[src/rtl/sram_ctrl_pkg.sv]
`timescale 1ns/1ps
package sram_ctrl_pkg;

  typedef enum logic [2:0] {
    ST_IDLE,
    ST_TURN,
    ST_READ,
    ST_WSETUP,
    ST_WPULSE,
    ST_WHOLD
  } phase_t;

  // whole clock periods covering a span, never less than one
  function automatic int unsigned cycles_for(input int unsigned span_ps,
                                             input int unsigned clk_ps);
    int unsigned n;
    n = (span_ps + clk_ps - 1) / clk_ps;
    if (n < 1) n = 1;
    return n;
  endfunction

endpackage

[src/rtl/sram_ctrl_timer.sv]
`timescale 1ns/1ps
module sram_ctrl_timer #(
  parameter int CNT_W = 4
) (
  input  logic             clk,
  input  logic             rst,
  input  logic             load,
  input  logic [CNT_W-1:0] load_val,
  output logic             done
);

  logic [CNT_W-1:0] cnt_q;

  always_ff @(posedge clk) begin
    if (rst) begin
      cnt_q <= '0;
    end else if (load) begin
      cnt_q <= load_val;
    end else if (cnt_q != '0) begin
      cnt_q <= cnt_q - 1'b1;
    end
  end

  assign done = (cnt_q == '0);

  // once counting, the value only falls by one per cycle
  a_r8_steady_countdown: assert property (@(posedge clk) disable iff (rst)
    (!load && cnt_q != '0) |=> (cnt_q == $past(cnt_q) - 1'b1));

endmodule

[src/rtl/sram_ctrl_fsm.sv]
`timescale 1ns/1ps
module sram_ctrl_fsm
  import sram_ctrl_pkg::*;
#(
  parameter int RD_WAIT = 3,
  parameter int WR_WAIT = 2
) (
  input  logic   clk,
  input  logic   rst,
  input  logic   host_req,
  input  logic   host_we,
  output logic   accept,
  output logic   capture,
  output logic   ready_q,
  output phase_t state_q,
  output phase_t state_d
);

  localparam int MAX_WAIT = (RD_WAIT > WR_WAIT) ? RD_WAIT : WR_WAIT;
  localparam int CNT_W    = $clog2(MAX_WAIT + 1);

  logic             last_rd_q;
  logic             tmr_load;
  logic             tmr_done;
  logic [CNT_W-1:0] tmr_val;

  assign accept = host_req && ready_q;

  sram_ctrl_timer #(.CNT_W(CNT_W)) u_timer (
    .clk      (clk),
    .rst      (rst),
    .load     (tmr_load),
    .load_val (tmr_val),
    .done     (tmr_done)
  );

  always_comb begin
    state_d  = state_q;
    capture  = 1'b0;
    tmr_load = 1'b0;
    tmr_val  = '0;
    case (state_q)
      ST_IDLE: begin
        if (accept) begin
          if (host_we) begin
            state_d = last_rd_q ? ST_TURN : ST_WSETUP;
          end else begin
            state_d  = ST_READ;
            tmr_load = 1'b1;
            tmr_val  = CNT_W'(RD_WAIT - 1);
          end
        end
      end
      ST_TURN:   state_d = ST_WSETUP;
      ST_WSETUP: begin
        state_d  = ST_WPULSE;
        tmr_load = 1'b1;
        tmr_val  = CNT_W'(WR_WAIT - 1);
      end
      ST_WPULSE: if (tmr_done) state_d = ST_WHOLD;
      ST_WHOLD:  state_d = ST_IDLE;
      ST_READ: begin
        if (tmr_done) begin
          state_d = ST_IDLE;
          capture = 1'b1;
        end
      end
      default:   state_d = ST_IDLE;
    endcase
  end

  always_ff @(posedge clk) begin
    if (rst) begin
      state_q   <= ST_IDLE;
      ready_q   <= 1'b1;
      last_rd_q <= 1'b0;
    end else begin
      state_q <= state_d;
      ready_q <= (state_d == ST_IDLE);
      if (capture) begin
        last_rd_q <= 1'b1;
      end else if (accept) begin
        last_rd_q <= 1'b0;
      end
    end
  end

  // the controller is busy right after it takes a request
  a_r2_busy_after_accept: assert property (@(posedge clk) disable iff (rst)
    accept |=> !ready_q);

  // a write taken just after a read always detours through the turn cycle
  a_r7_turn_after_read: assert property (@(posedge clk) disable iff (rst)
    (accept && host_we && last_rd_q) |=> (state_q == ST_TURN));

endmodule

[src/rtl/sram_ctrl_pins.sv]
`timescale 1ns/1ps
module sram_ctrl_pins
  import sram_ctrl_pkg::*;
#(
  parameter int ADDR_W = 19,
  parameter int DATA_W = 16,
  parameter int LANES  = DATA_W / 8
) (
  input  logic              clk,
  input  logic              rst,
  input  logic              accept,
  input  logic              host_we,
  input  logic [ADDR_W-1:0] host_addr,
  input  logic [DATA_W-1:0] host_wdata,
  input  logic [LANES-1:0]  host_mask,
  input  phase_t            state_d,
  input  logic              capture,
  input  logic [DATA_W-1:0] mem_dq_i,
  output logic [ADDR_W-1:0] mem_addr,
  output logic              mem_ce1_n,
  output logic              mem_ce2,
  output logic              mem_we_n,
  output logic              mem_oe_n,
  output logic [LANES-1:0]  mem_be_n,
  output logic [DATA_W-1:0] mem_dq_o,
  output logic              mem_dq_oe,
  output logic [DATA_W-1:0] host_rdata,
  output logic              host_rvalid
);

  logic [LANES-1:0]  mask_q;
  logic [LANES-1:0]  cur_mask;
  logic [DATA_W-1:0] lane_keep;

  assign cur_mask = accept ? host_mask : mask_q;

  for (genvar g = 0; g < LANES; g++) begin : g_lane
    assign lane_keep[g*8 +: 8] = {8{mask_q[g]}};
  end

  always_ff @(posedge clk) begin
    if (rst) begin
      mask_q      <= '0;
      mem_addr    <= '0;
      mem_dq_o    <= '0;
      mem_ce1_n   <= 1'b1;
      mem_ce2     <= 1'b0;
      mem_we_n    <= 1'b1;
      mem_oe_n    <= 1'b1;
      mem_be_n    <= '1;
      mem_dq_oe   <= 1'b0;
      host_rdata  <= '0;
      host_rvalid <= 1'b0;
    end else begin
      if (accept) begin
        mask_q   <= host_mask;
        mem_addr <= host_addr;
        if (host_we) mem_dq_o <= host_wdata;
      end
      mem_ce1_n <= 1'b1;
      mem_ce2   <= 1'b0;
      mem_we_n  <= 1'b1;
      mem_oe_n  <= 1'b1;
      mem_be_n  <= '1;
      mem_dq_oe <= 1'b0;
      case (state_d)
        ST_READ: begin
          mem_ce1_n <= 1'b0;
          mem_ce2   <= 1'b1;
          mem_oe_n  <= 1'b0;
          mem_be_n  <= ~cur_mask;
        end
        ST_WSETUP, ST_WHOLD: begin
          mem_ce1_n <= 1'b0;
          mem_ce2   <= 1'b1;
          mem_be_n  <= ~cur_mask;
          mem_dq_oe <= 1'b1;
        end
        ST_WPULSE: begin
          mem_ce1_n <= 1'b0;
          mem_ce2   <= 1'b1;
          mem_be_n  <= ~cur_mask;
          mem_dq_oe <= 1'b1;
          mem_we_n  <= 1'b0;
        end
        default: ;
      endcase
      host_rvalid <= capture;
      if (capture) host_rdata <= mem_dq_i & lane_keep;
    end
  end

  // never fight the memory's output drivers
  a_r7_no_drive_while_reading: assert property (@(posedge clk) disable iff (rst)
    mem_dq_oe |-> mem_oe_n);

  // the cycle after output enable returns high is still undriven
  a_r7_quiet_after_read: assert property (@(posedge clk) disable iff (rst)
    $rose(mem_oe_n) |=> !mem_dq_oe);

  // strobe only while selected and driving
  a_r9_write_only_selected: assert property (@(posedge clk) disable iff (rst)
    !mem_we_n |-> (!mem_ce1_n && mem_ce2 && mem_dq_oe));

  // nothing moves while the strobe is low
  a_r5_stable_in_pulse: assert property (@(posedge clk) disable iff (rst)
    (!mem_we_n && !$past(mem_we_n)) |->
      ($stable(mem_addr) && $stable(mem_be_n) && $stable(mem_dq_o)));

  // address, lanes and data were already set up when the strobe falls
  a_r5_setup_before_fall: assert property (@(posedge clk) disable iff (rst)
    $fell(mem_we_n) |->
      ($stable(mem_addr) && $stable(mem_be_n) && $past(mem_dq_oe) && $past(!mem_ce1_n)));

  // one hold cycle follows the strobe
  a_r5_hold_after_rise: assert property (@(posedge clk) disable iff (rst)
    $rose(mem_we_n) |->
      (mem_dq_oe && !mem_ce1_n && mem_ce2 && $stable(mem_addr) && $stable(mem_dq_o)));

  // valid strobe is a single-cycle pulse
  a_r4_rvalid_pulse: assert property (@(posedge clk) disable iff (rst)
    host_rvalid |=> !host_rvalid);

  // output enable only appears in a proper read
  a_r3_read_pins: assert property (@(posedge clk) disable iff (rst)
    !mem_oe_n |-> (!mem_ce1_n && mem_ce2 && mem_we_n));

endmodule

[src/rtl/sram_ctrl.sv]
`timescale 1ns/1ps
module sram_ctrl
  import sram_ctrl_pkg::*;
#(
  parameter int ADDR_W          = 19,
  parameter int DATA_W          = 16,
  parameter int CLK_PERIOD_PS   = 20000,
  parameter int READ_ACCESS_PS  = 55000,
  parameter int WRITE_PULSE_PS  = 40000
) (
  input  logic                  clk,
  input  logic                  rst,
  input  logic                  host_req,
  output logic                  host_ready,
  input  logic                  host_we,
  input  logic [ADDR_W-1:0]     host_addr,
  input  logic [DATA_W-1:0]     host_wdata,
  input  logic [DATA_W/8-1:0]   host_mask,
  output logic [DATA_W-1:0]     host_rdata,
  output logic                  host_rvalid,
  output logic [ADDR_W-1:0]     mem_addr,
  output logic                  mem_ce1_n,
  output logic                  mem_ce2,
  output logic                  mem_we_n,
  output logic                  mem_oe_n,
  output logic [DATA_W/8-1:0]   mem_be_n,
  output logic [DATA_W-1:0]     mem_dq_o,
  output logic                  mem_dq_oe,
  input  logic [DATA_W-1:0]     mem_dq_i
);

  localparam int LANES   = DATA_W / 8;
  localparam int RD_WAIT = int'(cycles_for(READ_ACCESS_PS, CLK_PERIOD_PS));
  localparam int WR_WAIT = int'(cycles_for(WRITE_PULSE_PS, CLK_PERIOD_PS));

  logic   accept;
  logic   capture;
  phase_t state_q;
  phase_t state_d;

  sram_ctrl_fsm #(
    .RD_WAIT (RD_WAIT),
    .WR_WAIT (WR_WAIT)
  ) u_fsm (
    .clk      (clk),
    .rst      (rst),
    .host_req (host_req),
    .host_we  (host_we),
    .accept   (accept),
    .capture  (capture),
    .ready_q  (host_ready),
    .state_q  (state_q),
    .state_d  (state_d)
  );

  sram_ctrl_pins #(
    .ADDR_W (ADDR_W),
    .DATA_W (DATA_W),
    .LANES  (LANES)
  ) u_pins (
    .clk         (clk),
    .rst         (rst),
    .accept      (accept),
    .host_we     (host_we),
    .host_addr   (host_addr),
    .host_wdata  (host_wdata),
    .host_mask   (host_mask),
    .state_d     (state_d),
    .capture     (capture),
    .mem_dq_i    (mem_dq_i),
    .mem_addr    (mem_addr),
    .mem_ce1_n   (mem_ce1_n),
    .mem_ce2     (mem_ce2),
    .mem_we_n    (mem_we_n),
    .mem_oe_n    (mem_oe_n),
    .mem_be_n    (mem_be_n),
    .mem_dq_o    (mem_dq_o),
    .mem_dq_oe   (mem_dq_oe),
    .host_rdata  (host_rdata),
    .host_rvalid (host_rvalid)
  );

  // standby whenever the controller is free
  a_r1_idle_standby: assert property (@(posedge clk) disable iff (rst)
    host_ready |-> (mem_ce1_n && !mem_ce2 && (mem_be_n == '1) &&
                    mem_we_n && mem_oe_n && !mem_dq_oe));

  // read data only reaches the host when the controller was busy
  a_r4_rvalid_after_busy: assert property (@(posedge clk) disable iff (rst)
    host_rvalid |-> !$past(host_ready));

endmodule

[config.mk]
export PLATFORM = sky130hd
export DESIGN_NAME = sram_ctrl
export DESIGN_NICKNAME = d
export VERILOG_FILES = /design/src/rtl/sram_ctrl_pkg.sv /design/src/rtl/sram_ctrl_timer.sv /design/src/rtl/sram_ctrl_fsm.sv /design/src/rtl/sram_ctrl_pins.sv /design/src/rtl/sram_ctrl.sv
export SDC_FILE = /design/constraint.sdc
export NUM_CORES = 1
export LEC_CHECK = 0
export BUFFER_PORTS_ARGS = -buffer_cell sky130_fd_sc_hd__buf_2
export CORE_ASPECT_RATIO = 0.6
export CORE_UTILIZATION = 40
export DETAILED_ROUTE_END_ITERATION = 16
export PLACE_DENSITY = 0.82
export SLEW_MARGIN = 20
export SYNTH_ARGS = -nofsm -noshare
export SYNTH_HDL_FRONTEND = slang
export SYNTH_SLANG_ARGS = --single-unit
[constraint.sdc]
create_clock -name clk -period 2 [get_ports clk]
set_clock_uncertainty 0.1 [all_clocks]
set_input_delay 0.2 -clock clk [delete_from_list [all_inputs] [get_ports clk]]
set_output_delay 0.2 -clock clk [all_outputs]
set_load 0.02 [all_outputs]
Yosys cells after proc, flatten, opt, wreduce, memory -nomap -nowiden

Cells that the tools add are included.

$add $sub $neg: 1
Equality and inequality tests: 8
Mux-type cells: 24
Bitwise gates (word level): 3
Reduce and logical (&&, ||, !) cells: 11

Operators by type and width:

| cell                                                 | number |
|---|---|
| AND 16 bit                                           | 1 |
| one-hot mux 3 bit (5 select lines)                   | 1 |
| equality test 3 x 2 -> 1 bit (second input constant) | 4 |
| 2-to-1 mux 2 bit                                     | 6 |
| 2-to-1 mux 3 bit                                     | 4 |
| 2-to-1 mux 1 bit                                     | 11 |
| equality test 3 bit (second input constant)          | 3 |
| logical NOT 3 bit                                    | 2 |
| nonzero test 2 bit                                   | 3 |
| one-hot mux 2 bit (2 select lines)                   | 1 |
| OR reduction 4 bit                                   | 1 |
| equality test 3 x 1 -> 1 bit (second input constant) | 1 |
| OR reduction 3 bit                                   | 1 |
| logical NOT 2 bit                                    | 1 |
| inverter 2 bit                                       | 1 |
| one-hot mux 1 bit (2 select lines)                   | 1 |
| AND reduction 2 bit                                  | 1 |
| OR reduction 2 bit                                   | 1 |
| subtractor 2 x 1 -> 2 bit (second input constant)    | 1 |
| logical AND 1 bit                                    | 1 |
| inverter 1 bit                                       | 1 |

Bits in registers: 68
Input port bits: 57
Output and inout bits: 60
Word-level logic and storage cells: 62

Depth between registers and ports, before layout

Gate-level depths: netlist of the first run.

Depth in word-level cells: 8
Gate-level depth with buffers: 7
Mapped depth without buffers: 5

Modules after synthesis

From an unflattened synthesis of the first run, not the netlist that was laid out.

Cells, all modules: 279
Area, all modules: 2713.9 um2

By module, submodules not included:

| module          | times used | cells an instance | area each (um2) | seq. area each (um2) |
|---|---|---|---|---|
| sram_ctrl_pins  | 1          | 231               | 2284.7          | 1221.2 |
| sram_ctrl_fsm   | 1          | 36                | 307.8           | 100.1 |
| sram_ctrl_timer | 1          | 12                | 121.4           | 40.0 |

Least setup slack after synthesis of the first run

Ideal clock, no wire load.

Path kind: register to register
From: reg u_fsm.u_timer.cnt_q[0]
To: reg u_pins.mem_be_n[0]
Setup time: 138 ps
Arrival: 1384 ps
Required time: 1762 ps
Slack: 379 ps
Cell stages (with the launch flop): 6
Buffers on the path: 0
Clock period less this slack: 1621 ps
Cells stage by stage: dfxtp_1 -> inv_1 -> ha_1 -> or3b_2 -> a21oi_1 -> o21ai_0

Word-level cells in the longest chain between the ends: 7
Elaborated cells on any way between the ends: 11
Classes of those cells: eq/ne: 4; mux: 3; bitwise: 1; reduce/logical: 3

RTL lines:

| element                                                                    | RTL line                                 | RTL |
|---|---|---|
| start, declared                                                            | sram_ctrl_timer.sv:12                    | `logic [CNT_W-1:0] cnt_q;` |
| start signal, assigned                                                     | sram_ctrl_timer.sv:18                    | `cnt_q <= load_val;` |
| start signal, assigned                                                     | sram_ctrl_timer.sv:20                    | `cnt_q <= cnt_q - 1'b1;` |
| logical NOT 2 bit *                                                        | sram_ctrl_timer.sv:24                    | `assign done = (cnt_q == '0);` |
| 2-to-1 mux 3 bit, on equally long branches                                 | sram_ctrl_fsm.sv:63, sram_ctrl_fsm.sv:60 |  |
| one-hot mux 3 bit (5 select lines) *                                       | sram_ctrl_fsm.sv:42                      | `case (state_q)` |
| equality test 3 x 2 -> 1 bit / equality test 3 bit (equally long branches) | sram_ctrl_pins.sv:66                     | `case (state_d)` |
| OR reduction 4 bit (no source line) *                                      | n/a                                      |  |
| inverter 1 bit (no source line) *                                          | n/a                                      |  |
| OR reduction 2 bit (no source line) *                                      | n/a                                      |  |
| end signal, assigned                                                       | sram_ctrl_pins.sv:71                     | `mem_be_n <= ~cur_mask;` |
| end signal, assigned                                                       | sram_ctrl_pins.sv:76                     | `mem_be_n <= ~cur_mask;` |
| end signal, assigned                                                       | sram_ctrl_pins.sv:82                     | `mem_be_n <= ~cur_mask;` |
| end, declared                                                              | sram_ctrl_pins.sv:24                     | `output logic [LANES-1:0] mem_be_n,` |

Every way passes the cells marked *; elsewhere a longest branch is shown, timed or not.
A chain may end at the register's enable or synchronous reset.

Worst setup path in the final report of the first run

From: reg u_fsm.u_timer.cnt_q[0]
To: reg u_pins.mem_ce1_n

Word-level cells in the longest chain between the ends: 6
Elaborated cells on any way between the ends: 10
Classes of those cells: eq/ne: 4; mux: 4; reduce/logical: 2

RTL lines:

| element                                                                    | RTL line                                 | RTL |
|---|---|---|
| logical NOT 2 bit *                                                        | sram_ctrl_timer.sv:24                    |  |
| 2-to-1 mux 3 bit, on equally long branches                                 | sram_ctrl_fsm.sv:63, sram_ctrl_fsm.sv:60 |  |
| one-hot mux 3 bit (5 select lines) *                                       | sram_ctrl_fsm.sv:42                      |  |
| equality test 3 x 2 -> 1 bit / equality test 3 bit (equally long branches) | sram_ctrl_pins.sv:66                     |  |
| OR reduction 4 bit (no source line) *                                      | n/a                                      |  |
| 2-to-1 mux 1 bit *                                                         | sram_ctrl_pins.sv:66                     |  |
| end signal, assigned                                                       | sram_ctrl_pins.sv:68                     | `mem_ce1_n <= 1'b0;` |
| end signal, assigned                                                       | sram_ctrl_pins.sv:74                     | `mem_ce1_n <= 1'b0;` |
| end signal, assigned                                                       | sram_ctrl_pins.sv:80                     | `mem_ce1_n <= 1'b0;` |
| end, declared                                                              | sram_ctrl_pins.sv:20                     | `output logic mem_ce1_n,` |

Marks and branches as above.

==> flow_summary.json, run 1 <==
{
  "cts.repair.resized": 0,
  "globalRouteTotalUtil": 0.241,
  "p_leak_nw": 1.74,
  "synth_top_area_share": 0.553,
  "tns_ns": 0,
  "die_h_um": 62.8,
  "hold_end": "u_pins.mask_q[0]$_SDFF_PP0_",
  "syn_area_um2": 2460,
  "cts_sinks": 68,
  "synthTopCellsByArea": "dfxtp_1 (55%), nand2_1 (11%), a21oi_1 (8.7%)",
  "hp-start": "host_mask[0]",
  "worst_pin_slew_ns": 0.509,
  "synthFlopType": "dfxtp_1",
  "final_area_um2": 3780,
  "clockBufferDepth": 2,
  "powerDensity_nw_per_um2": 997,
  "wl_per_cell_um": 14.0,
  "path_class": "flop to flop",
  "hold_viol_final": 0,
  "critPathLaunchType": "flop",
  "dp.cells": 450,
  "rrSetupSlack_ns": 0.21,
  "dieWidth_um": 103,
  "dp_slack_ns": 0.241,
  "netlist_instances": 266,
  "pin_count": 117,
  "place_congestion": 0.801,
  "initial_utilization": 0.428,
  "finalNonFillerCells": 517,
  "setup_slack_ns": 0.208,
  "path_cells": "inv_1 -> ha_1 -> or3b_2 -> a21oi_1 -> o21ai_0",
  "drt_iter0_markers": 84,
  "relSlewSlack": 0.659,
  "io_buffers": 116,
  "peakVddDrop_uv": 532,
  "vias_per_cell": 4.83,
  "post_cts_buffers": 0,
  "slowest_stage": "or3b_2",
  "grt_pass1_wl_mm": 11.7,
  "clockRootBuffer": "clkbuf_8",
  "status": "finished clean",
  "yosysSeqAreaShare": 0.553,
  "maxCapViolations": 0,
  "grt_overflow": 0,
  "die_area_um2": 6480,
  "fin_crit_sh": 0.896,
  "avgSynthCellArea_um2": 9.25,
  "finalNetCount": 490,
  "grt_max_degree": 28,
  "crit_family": "simple AND/OR/NAND/NOR gates",
  "crit_arrival_ns": 1.90,
  "rsz0062_at_grt": "false",
  "antenna_found_initial": 0,
  "ctsHoldBuffers": 50,
  "synth_cell_types": 36,
  "core_area_um2": 5750,
  "finalMaxSlewViolations": 0,
  "grt_pass1_vias": 2506,
  "ys_warn_count": 0,
  "htree_levels": 3,
  "min_period_ns": 1.79,
  "placed_cell_area_um2": 3080,
  "hold_class": "input pin to flop",
  "ant_nets": 0,
  "numCtsBuffers": 9,
  "final_core_util": 0.657,
  "clk_pin_slew_ns": 0.07,
  "dpl.hpwl_mm": 4.38,
  "antenna_cells": 0,
  "max_freq_ghz": 0.558,
  "cts_tree": "built",
  "vias": 2498,
  "clk_latency_ns": 0.34,
  "drive_gt1_frac": 0.359,
  "synth_edf_count": 0,
  "cp-end-kind": "flop",
  "critPathBufInv": 1,
  "drc": 0,
  "synth.net_count": 324,
  "routed_wl_mm": 7.23,
  "r2r_start": "u_fsm.u_timer.cnt_q[0]$_SDFFE_PP0P_",
  "synthArstFlopShare": 0,
  "whs_path_depth": 3,
  "syn_to_final_growth_pct": 53.7,
  "finalSetupViolCount": 0,
  "r2r-end": "u_pins.mem_ce1_n$_SDFF_PP1_",
  "ff2ff_path_depth": 5,
  "std_cell_rows": 21,
  "yosys-top-cells-count": "nand2_1 (73), dfxtp_1 (68), a21oi_1 (43)",
  "ys_ff_latch": 68,
  "firstDrtPassIters": 4,
  "post-synth-top-area-cell": "dfxtp_1",
  "cp.required_ns": 2.11,
  "synth_most_common_cell": "nand2_1",
  "crit_fanout": 7,
  "slowest_delay_ns": 0.54
}
==> cells by family after synthesis <==
kind of cell | after synthesis | share of synthesized area
simple gates | 97 | 0.185
compound gates | 77 | 0.202
flops | 68 | 0.553
buf+inv | 22 | 0.0508
xor+xnor | 1 | 0.00356
fa+ha+maj | 1 | 0.00508
==> layout make-up <==
| type | instances | area, um2 |
|---|---|---|
| Fill cell | 469 | 1970 |
| Sequential cell | 68 | 1360 |
| Timing Repair Buffer | 174 | 1140 |
| Multi-Input combinational cell | 176 | 975 |
| Clock buffer | 9 | 124 |
| Tap cell | 80 | 100 |
| Clock inverter | 7 | 67.6 |
| Inverter | 3 | 11.3 |
==> power breakdown <==
group	switching, mW	total, mW	internal (mW)
sequential	0.118	1.64	1.52
clock	0.524	1.09	0.568
combinational	0.591	1.04	0.450
==> registers in the layout (all words and copies together) (netlist names) <==
| register | flops |
|---|---|
| u_pins.mem_oe_n | 1 |
| u_fsm.last_rd_q | 1 |
| u_pins.mem_ce1_n | 1 |
| u_pins.mem_ce2 | 1 |
| u_fsm.state_q | 3 |
| u_pins.mem_dq_oe | 1 |
| u_fsm.u_timer.cnt_q | 2 |
| u_pins.host_rvalid | 1 |
| u_pins.mem_we_n | 1 |
| u_pins.mem_be_n | 2 |
| u_pins.mem_dq_o | 16 |
| u_pins.mem_addr | 19 |
| u_fsm.ready_q | 1 |
| u_pins.host_rdata | 16 |
| u_pins.mask_q | 2 |
==> how the worst max path moves through the flow <==
stage	startpoint	end	slack (ns)	cells past startpoint
global route	u_fsm.u_timer.cnt_q[0]$_SDFFE_PP0P_	u_pins.mem_be_n[1]$_SDFF_PP1_	0.13	5
finish	u_fsm.u_timer.cnt_q[0]$_SDFFE_PP0P_	u_pins.mem_ce1_n$_SDFF_PP1_	0.21	5
detailed placement	u_fsm.u_timer.cnt_q[0]$_SDFFE_PP0P_	u_pins.mem_be_n[0]$_SDFF_PP1_	0.24	5
floorplan	u_fsm.u_timer.cnt_q[0]$_SDFFE_PP0P_	u_pins.mem_be_n[0]$_SDFF_PP1_	0.38	5
global placement	u_fsm.u_timer.cnt_q[0]$_SDFFE_PP0P_	u_pins.mem_be_n[0]$_SDFF_PP1_	0.30	5
CTS	u_fsm.u_timer.cnt_q[0]$_SDFFE_PP0P_	u_pins.mem_be_n[0]$_SDFF_PP1_	0.22	5
==> placed cells by master (no fill, tap or decap), drive strengths merged, types with 3 or more instances in the layout <==
| cell | count |
|---|---|
| nor2 | 5 |
| o21ai | 5 |
| inv | 3 |
| a21oi | 43 |
| buf | 123 |
| a22o | 16 |
| a21o | 3 |
| dlygate4sd3 | 51 |
| and2 | 4 |
| nand2 | 73 |
| clkbuf | 9 |
| clkinvlp | 3 |
| clkinv | 3 |
| nand3 | 4 |
| dfxtp | 68 |
==> metal layers <==
layer / up-vias / GRT usage / wire, um
li1: 1240 / - / -
met1: 1143 / 0.276 / 3160
met2: 101 / 0.392 / 3340
met3: 14 / 0.115 / 606
met4: 0 / 0.0827 / 122
met5: - / 0 / 0
==> through the flow <==
stage               hold slack, ns  power, mW
global route                0.0388       4.02
floorplan                    0.217       2.34
finish                      0.0551       3.77
detailed placement           0.314       2.62
global placement             0.310       2.58
CTS                        0.00658       3.78
==> worst min-delay path, cell delays in order <==
cell	delay, ns
buf_2	0.10
nand3_1	0.07
a21oi_1	0.07
No activity file was read; power rests on OpenSTA's default activity.
==> inputs of run 2 (changes only) <==
- CELL_PAD_IN_SITES_DETAIL_PLACEMENT: default -> 0
- CELL_PAD_IN_SITES_GLOBAL_PLACEMENT: default -> 1
- CORE_UTILIZATION: 40 -> 33
- PLACE_DENSITY: 0.82 -> 0.9
==> run 2 against run 1 <==
Final cell count down 0.39%; register-to-register slack about the same; via count down 5.5%; non-clock buffer count down 22; sequential power about the same; combinational power down 4%; total power up 17%; clock power up 64%.
==> flow_summary.json, run 2 (synthesis gave the netlist of run 1 again) <==
{
  "status": "finished clean",
  "finalMaxSlewViolations": 0,
  "clockBufferDepth": 2,
  "use_met2": 0.253,
  "seq_area_um2": 1360,
  "whs_path_depth": 3,
  "cts_sinks": 68,
  "drt_iter0_markers": 115,
  "p_leak_nw": 1.73,
  "io_buffers": 116,
  "die_h_um": 68.9,
  "vias_per_cell": 4.58,
  "final_cell_mix": "buf_2 (116), nand2_1 (73), dfxtp_1 (68)",
  "powerDensity_nw_per_um2": 1180,
  "htree_levels": 3,
  "p_switching_mw": 1.27,
  "hp-start": "host_wdata[13]",
  "p_clk_frac": 0.405,
  "pin_count": 117,
  "antenna_found_initial": 0,
  "min_period_ns": 1.81,
  "tns_ns": 0,
  "routed_wl_mm": 6.48,
  "antenna_cells": 0,
  "critPathLaunchType": "flop",
  "ant_nets": 0,
  "post_cts_buffers": 0,
  "top_usage_layer": "met2",
  "fin_crit_sh": 0.903,
  "grt_overflow": 0,
  "cp.required_ns": 2.08,
  "cts_tree": "built",
  "top_register": "u_pins.mem_addr",
  "r2r-end": "u_pins.mem_ce1_n$_SDFF_PP1_",
  "finalSetupViolCount": 0,
  "numCtsBuffers": 9,
  "cp-end-kind": "flop",
  "finalNetCount": 468,
  "fillers": 636,
  "largest_reg_flops": 19,
  "die_area_um2": 7820,
  "setup_slack_ns": 0.194,
  "clockRootBuffer": "clkbuf_16",
  "dpl.hpwl_mm": 4.24,
  "drive_gt1_frac": 0.373,
  "top_regs": "u_pins.mem_addr: 19 flops, u_pins.host_rdata: 16 flops, u_pins.mem_dq_o: 16 flops",
  "hold_class": "input pin to flop",
  "dp_slack_ns": 0.197,
  "cts.repair.resized": 0,
  "crit_fanout": 7,
  "core_area_um2": 6940,
  "peakVddDrop_uv": 481,
  "std_cell_rows": 23,
  "hold_viol_final": 0,
  "max_freq_ghz": 0.554,
  "grt_pass1_wl_mm": 9.89,
  "dieWidth_um": 113,
  "switching_share": 0.287,
  "rrSetupSlack_ns": 0.19,
  "wl_per_cell_um": 12.6,
  "drc": 0,
  "clk_latency_ns": 0.32,
  "p_comb_frac": 0.227,
  "grtUsageMet1": 0.208,
  "grt_max_degree": 22,
  "grt.met3_usage": 0.0795,
  "initial_utilization": 0.355,
  "clk_pin_slew_ns": 0.06,
  "internal_power_mw": 3.16,
  "final_common_cell": "buf_2",
  "p_seq_frac": 0.368,
  "worst_pin_slew_ns": 0.579,
  "path_class": "flop to flop",
  "firstDrtPassIters": 4,
  "grt_pass1_vias": 2084,
  "maxCapViolations": 0,
  "ff2ff_path_depth": 5,
  "r2r_start": "u_fsm.u_timer.cnt_q[0]$_SDFFE_PP0P_",
  "globalRouteTotalUtil": 0.170,
  "vias": 2361,
  "crit_arrival_ns": 1.89,
  "hold_end": "u_pins.mem_dq_o[13]$_SDFFE_PP0P_",
  "syn_to_final_growth_pct": 52.5,
  "rsz0062_at_grt": "false",
  "multi_input_area_um2": 975,
  "place_congestion": 0.789,
  "relSlewSlack": 0.612
}
run 2: changes by cell type in the layout (fill, tap and decap cells not counted):
cell,before,now
clkbuf_16,0,9
buf_4,7,4
clkinvlp_4,3,0
dlygate4sd3_1,51,31
inv_6,0,1
bufinv_16,1,3
clkbuf_8,9,0
buf_12,0,1
run 2: per-layer routing:
metal / wire length [um] / part of all wire
met2: 2630 / 0.41
met5: 0 / 0
met4: 129 / 0.020
met3: 569 / 0.088
met1: 3150 / 0.49
run 2: layout make-up:
class | count | area share
Clock buffer | 9 | 0.0600
Inverter | 3 | 0.00300
Timing Repair Buffer | 152 | 0.251
Clock inverter | 7 | 0.0303
Sequential cell | 68 | 0.363
Multi-Input combinational cell | 176 | 0.260
Tap cell | 100 | 0.0333
run 2: what timing repair did:
item | CTS | global route
endpoints found under the hold margin | 31 | 0
hold buffers | 31 | 0
endpoints found under the setup margin | 0 | 0
run 2: worst max-delay path, stage by stage (launching register included):
cell,delay [ns]
dfxtp_1,0.34
inv_1,0.05
ha_1,0.29
or3b_2,0.53
a21oi_1,0.24
o21ai_0,0.12
run 2: power groups by stage:
stage | combinational [mW] | sequential [mW] | clock (mW)
after floorplan | 0.565 | 1.77 | 0
after global placement | 0.941 | 1.65 | 0
after detailed placement | 0.960 | 1.66 | 0
after CTS | 1.01 | 1.63 | 1.86
after global routing | 1.10 | 1.65 | 1.91
final | 1.00 | 1.63 | 1.79
run 2: worst max path at each step:
stage | start | to | slack (ns) | cells past startpoint
CTS | u_fsm.u_timer.cnt_q[0]$_SDFFE_PP0P_ | u_pins.mem_ce1_n$_SDFF_PP1_ | 0.18 | 5
global placement | u_fsm.u_timer.cnt_q[0]$_SDFFE_PP0P_ | u_pins.mem_be_n[0]$_SDFF_PP1_ | 0.28 | 5
floorplan | u_fsm.u_timer.cnt_q[0]$_SDFFE_PP0P_ | u_pins.mem_be_n[0]$_SDFF_PP1_ | 0.38 | 5
global route | u_fsm.u_timer.cnt_q[0]$_SDFFE_PP0P_ | u_pins.mem_ce1_n$_SDFF_PP1_ | 0.09 | 5
finish | u_fsm.u_timer.cnt_q[0]$_SDFFE_PP0P_ | u_pins.mem_ce1_n$_SDFF_PP1_ | 0.19 | 5
detailed placement | u_fsm.u_timer.cnt_q[0]$_SDFFE_PP0P_ | u_pins.mem_ce1_n$_SDFF_PP1_ | 0.20 | 5
run 2: through the flow:
step	power [mW]	cell area (um2)	instances	hold WS [ns]	utilization
after floorplan	2.34	2460	266	0.217	-
after global placement	2.60	3100	468	0.309	0.447
after detailed placement	2.62	3100	468	0.318	0.447
after CTS	4.50	3750	515	0.000661	0.541
after global routing	4.66	3750	515	0.00731	0.541
final	4.43	3750	515	0.0137	0.541
==> inputs of run 3 (changes only) <==
- CTS_CLUSTER_SIZE: default -> 20
- PLACE_DENSITY: 0.9 -> default
- PLACE_DENSITY_LB_ADDON: default -> 0.3
==> run 3 against run 2 <==
Die area unchanged; sequential power hardly changed; clock-buffer cell count did not move; sequential share of layout area shrank 0.55 points; routed wire length increased by 0.99%; first-iteration DRC count down 45%; hold slack hardly changed; sequential cell count unchanged; register-to-register slack improved by 0.06 ns; total power up 2.5%; final cell count is 0.97% higher; critical endpoint unchanged; largest power group unchanged.
==> flow_summary.json, run 3 (synthesis gave the netlist of run 1 again) <==
{
  "finalMaxSlewViolations": 0,
  "clockRootBuffer": "clkbuf_16",
  "firstDrtPassIters": 4,
  "die_h_um": 68.9,
  "rsz0062_at_grt": "false",
  "hold_end": "u_pins.mem_addr[1]$_SDFFE_PP0P_",
  "hold_viol_final": 0,
  "grt_pass1_vias": 2119,
  "finalNetCount": 473,
  "antenna_cells": 0,
  "worst_pin_slew_ns": 0.626,
  "slowest_stage": "or3b_2",
  "placed_cell_area_um2": 3110,
  "clk_pin_slew_ns": 0.05,
  "std_cell_rows": 23,
  "ant_nets": 0,
  "maxCapViolations": 0,
  "initial_utilization": 0.355,
  "dpl.hpwl_mm": 4.40,
  "dieWidth_um": 113,
  "dp.cells": 470,
  "finalSetupViolCount": 0,
  "peakVddDrop_uv": 586,
  "finalNonFillerCells": 520,
  "min_period_ns": 1.75,
  "clk_latency_ns": 0.32,
  "whs_path_depth": 3,
  "antenna_found_initial": 0,
  "syn_to_final_growth_pct": 54.8,
  "wl_per_cell_um": 12.6,
  "path_class": "flop to flop",
  "grt_max_degree": 23,
  "pin_count": 117,
  "htree_levels": 3,
  "crit_fanout": 7,
  "cts_sinks": 68,
  "numCtsBuffers": 9,
  "clockBufferDepth": 2,
  "critPathLaunchType": "flop",
  "drt_iter0_markers": 63,
  "cp.required_ns": 2.08,
  "hold_class": "input pin to flop",
  "wl_met2_mm": 2.82,
  "post_cts_buffers": 0,
  "r2r_start": "u_fsm.u_timer.cnt_q[0]$_SDFFE_PP0P_",
  "core_area_um2": 6940,
  "hp-start": "host_addr[1]",
  "crit_arrival_ns": 1.83,
  "final_common_cell": "buf_2",
  "drive_gt1_frac": 0.374,
  "die_area_um2": 7820,
  "vias_per_cell": 4.48,
  "ff2ff_path_depth": 5,
  "path_cells": "inv_1 -> ha_1 -> or3b_2 -> a21oi_1 -> o21ai_0",
  "powerDensity_nw_per_um2": 1190,
  "drt-met1-wl_mm": 3.20,
  "final_area_um2": 3810,
  "fin_crit_sh": 0.874,
  "routed.top_layer": "met4",
  "cp-end-kind": "flop",
  "final_cell_mix": "buf_2 (116), nand2_1 (73), dfxtp_1 (68)",
  "p_leak_nw": 1.76,
  "hold_ws_ns": 0.0140,
  "globalRouteTotalUtil": 0.173,
  "io_buffers": 116,
  "r2r-end": "u_pins.mem_ce1_n$_SDFF_PP1_",
  "grt_overflow": 0,
  "status": "finished clean",
  "top_register": "u_pins.mem_addr",
  "cts.repair.resized": 0,
  "place_congestion": 0.761,
  "largest_reg_flops": 19,
  "rrSetupSlack_ns": 0.25,
  "slowest_delay_ns": 0.53,
  "drc": 0,
  "top_regs": "u_pins.mem_addr: 19 flops, u_pins.host_rdata: 16 flops, u_pins.mem_dq_o: 16 flops",
  "relSlewSlack": 0.578,
  "total_power_mw": 4.54,
  "grt_pass1_wl_mm": 9.98,
  "max_freq_ghz": 0.572,
  "route.met3.wl_um": 455,
  "cts_tree": "built",
  "vias": 2329,
  "tns_ns": 0,
  "routed_wl_mm": 6.54,
  "ctsHoldBuffers": 34
}
run 3: through the flow:
stage | setup slack, ns | utilization
after floorplan | 0.379 | -
after global placement | 0.280 | 0.448
after detailed placement | 0.258 | 0.448
after CTS | 0.254 | 0.549
after global routing | 0.158 | 0.549
final | 0.252 | 0.549
run 3: worst max-delay path, delay by kind of cell, from the launching register on:
family | cells | cell delay, ns
and+or+nand+nor | 1 | 0.53
buffers and inverters | 1 | 0.05
AOI/OAI and AO/OA | 2 | 0.30
adders and majority gates | 1 | 0.29
DFF | 1 | 0.34
run 3: power breakdown:
group          leakage (nW)  switching [mW]  total [mW]  internal [mW]
combinational          1.02           0.603        1.03          0.427
sequential            0.555          0.0918        1.61           1.52
clock                 0.179           0.554        1.89           1.34
run 3: area by class of cell:
class | count | area [um2]
tap | 100 | 125
fill | 669 | 3130
clock buffer | 9 | 225
multi-input combinational | 176 | 975
inverter | 3 | 11.3
sequential | 68 | 1360
clock inverter | 7 | 139
timing repair buffer | 157 | 973
run 3: how the worst max path moves through the flow:
stage                                         from                       endpoint  slack [ns]  cells after the start
2_1_floorplan  u_fsm.u_timer.cnt_q[0]$_SDFFE_PP0P_  u_pins.mem_be_n[0]$_SDFF_PP1_        0.38                      5
3_3_place_gp   u_fsm.u_timer.cnt_q[0]$_SDFFE_PP0P_  u_pins.mem_be_n[0]$_SDFF_PP1_        0.28                      5
3_5_place_dp   u_fsm.u_timer.cnt_q[0]$_SDFFE_PP0P_    u_pins.mem_ce1_n$_SDFF_PP1_        0.26                      5
4_1_cts        u_fsm.u_timer.cnt_q[0]$_SDFFE_PP0P_    u_pins.mem_ce1_n$_SDFF_PP1_        0.25                      5
5_1_grt        u_fsm.u_timer.cnt_q[0]$_SDFFE_PP0P_  u_pins.mem_be_n[0]$_SDFF_PP1_        0.16                      5
6_report       u_fsm.u_timer.cnt_q[0]$_SDFFE_PP0P_    u_pins.mem_ce1_n$_SDFF_PP1_        0.25                      5
run 3: layer usage:
layer / up-vias / global-route usage
met4: 0 / 0.0822
met5: - / 0
met1: 1056 / 0.218
met3: 9 / 0.0795
met2: 63 / 0.254
li1: 1201 / -
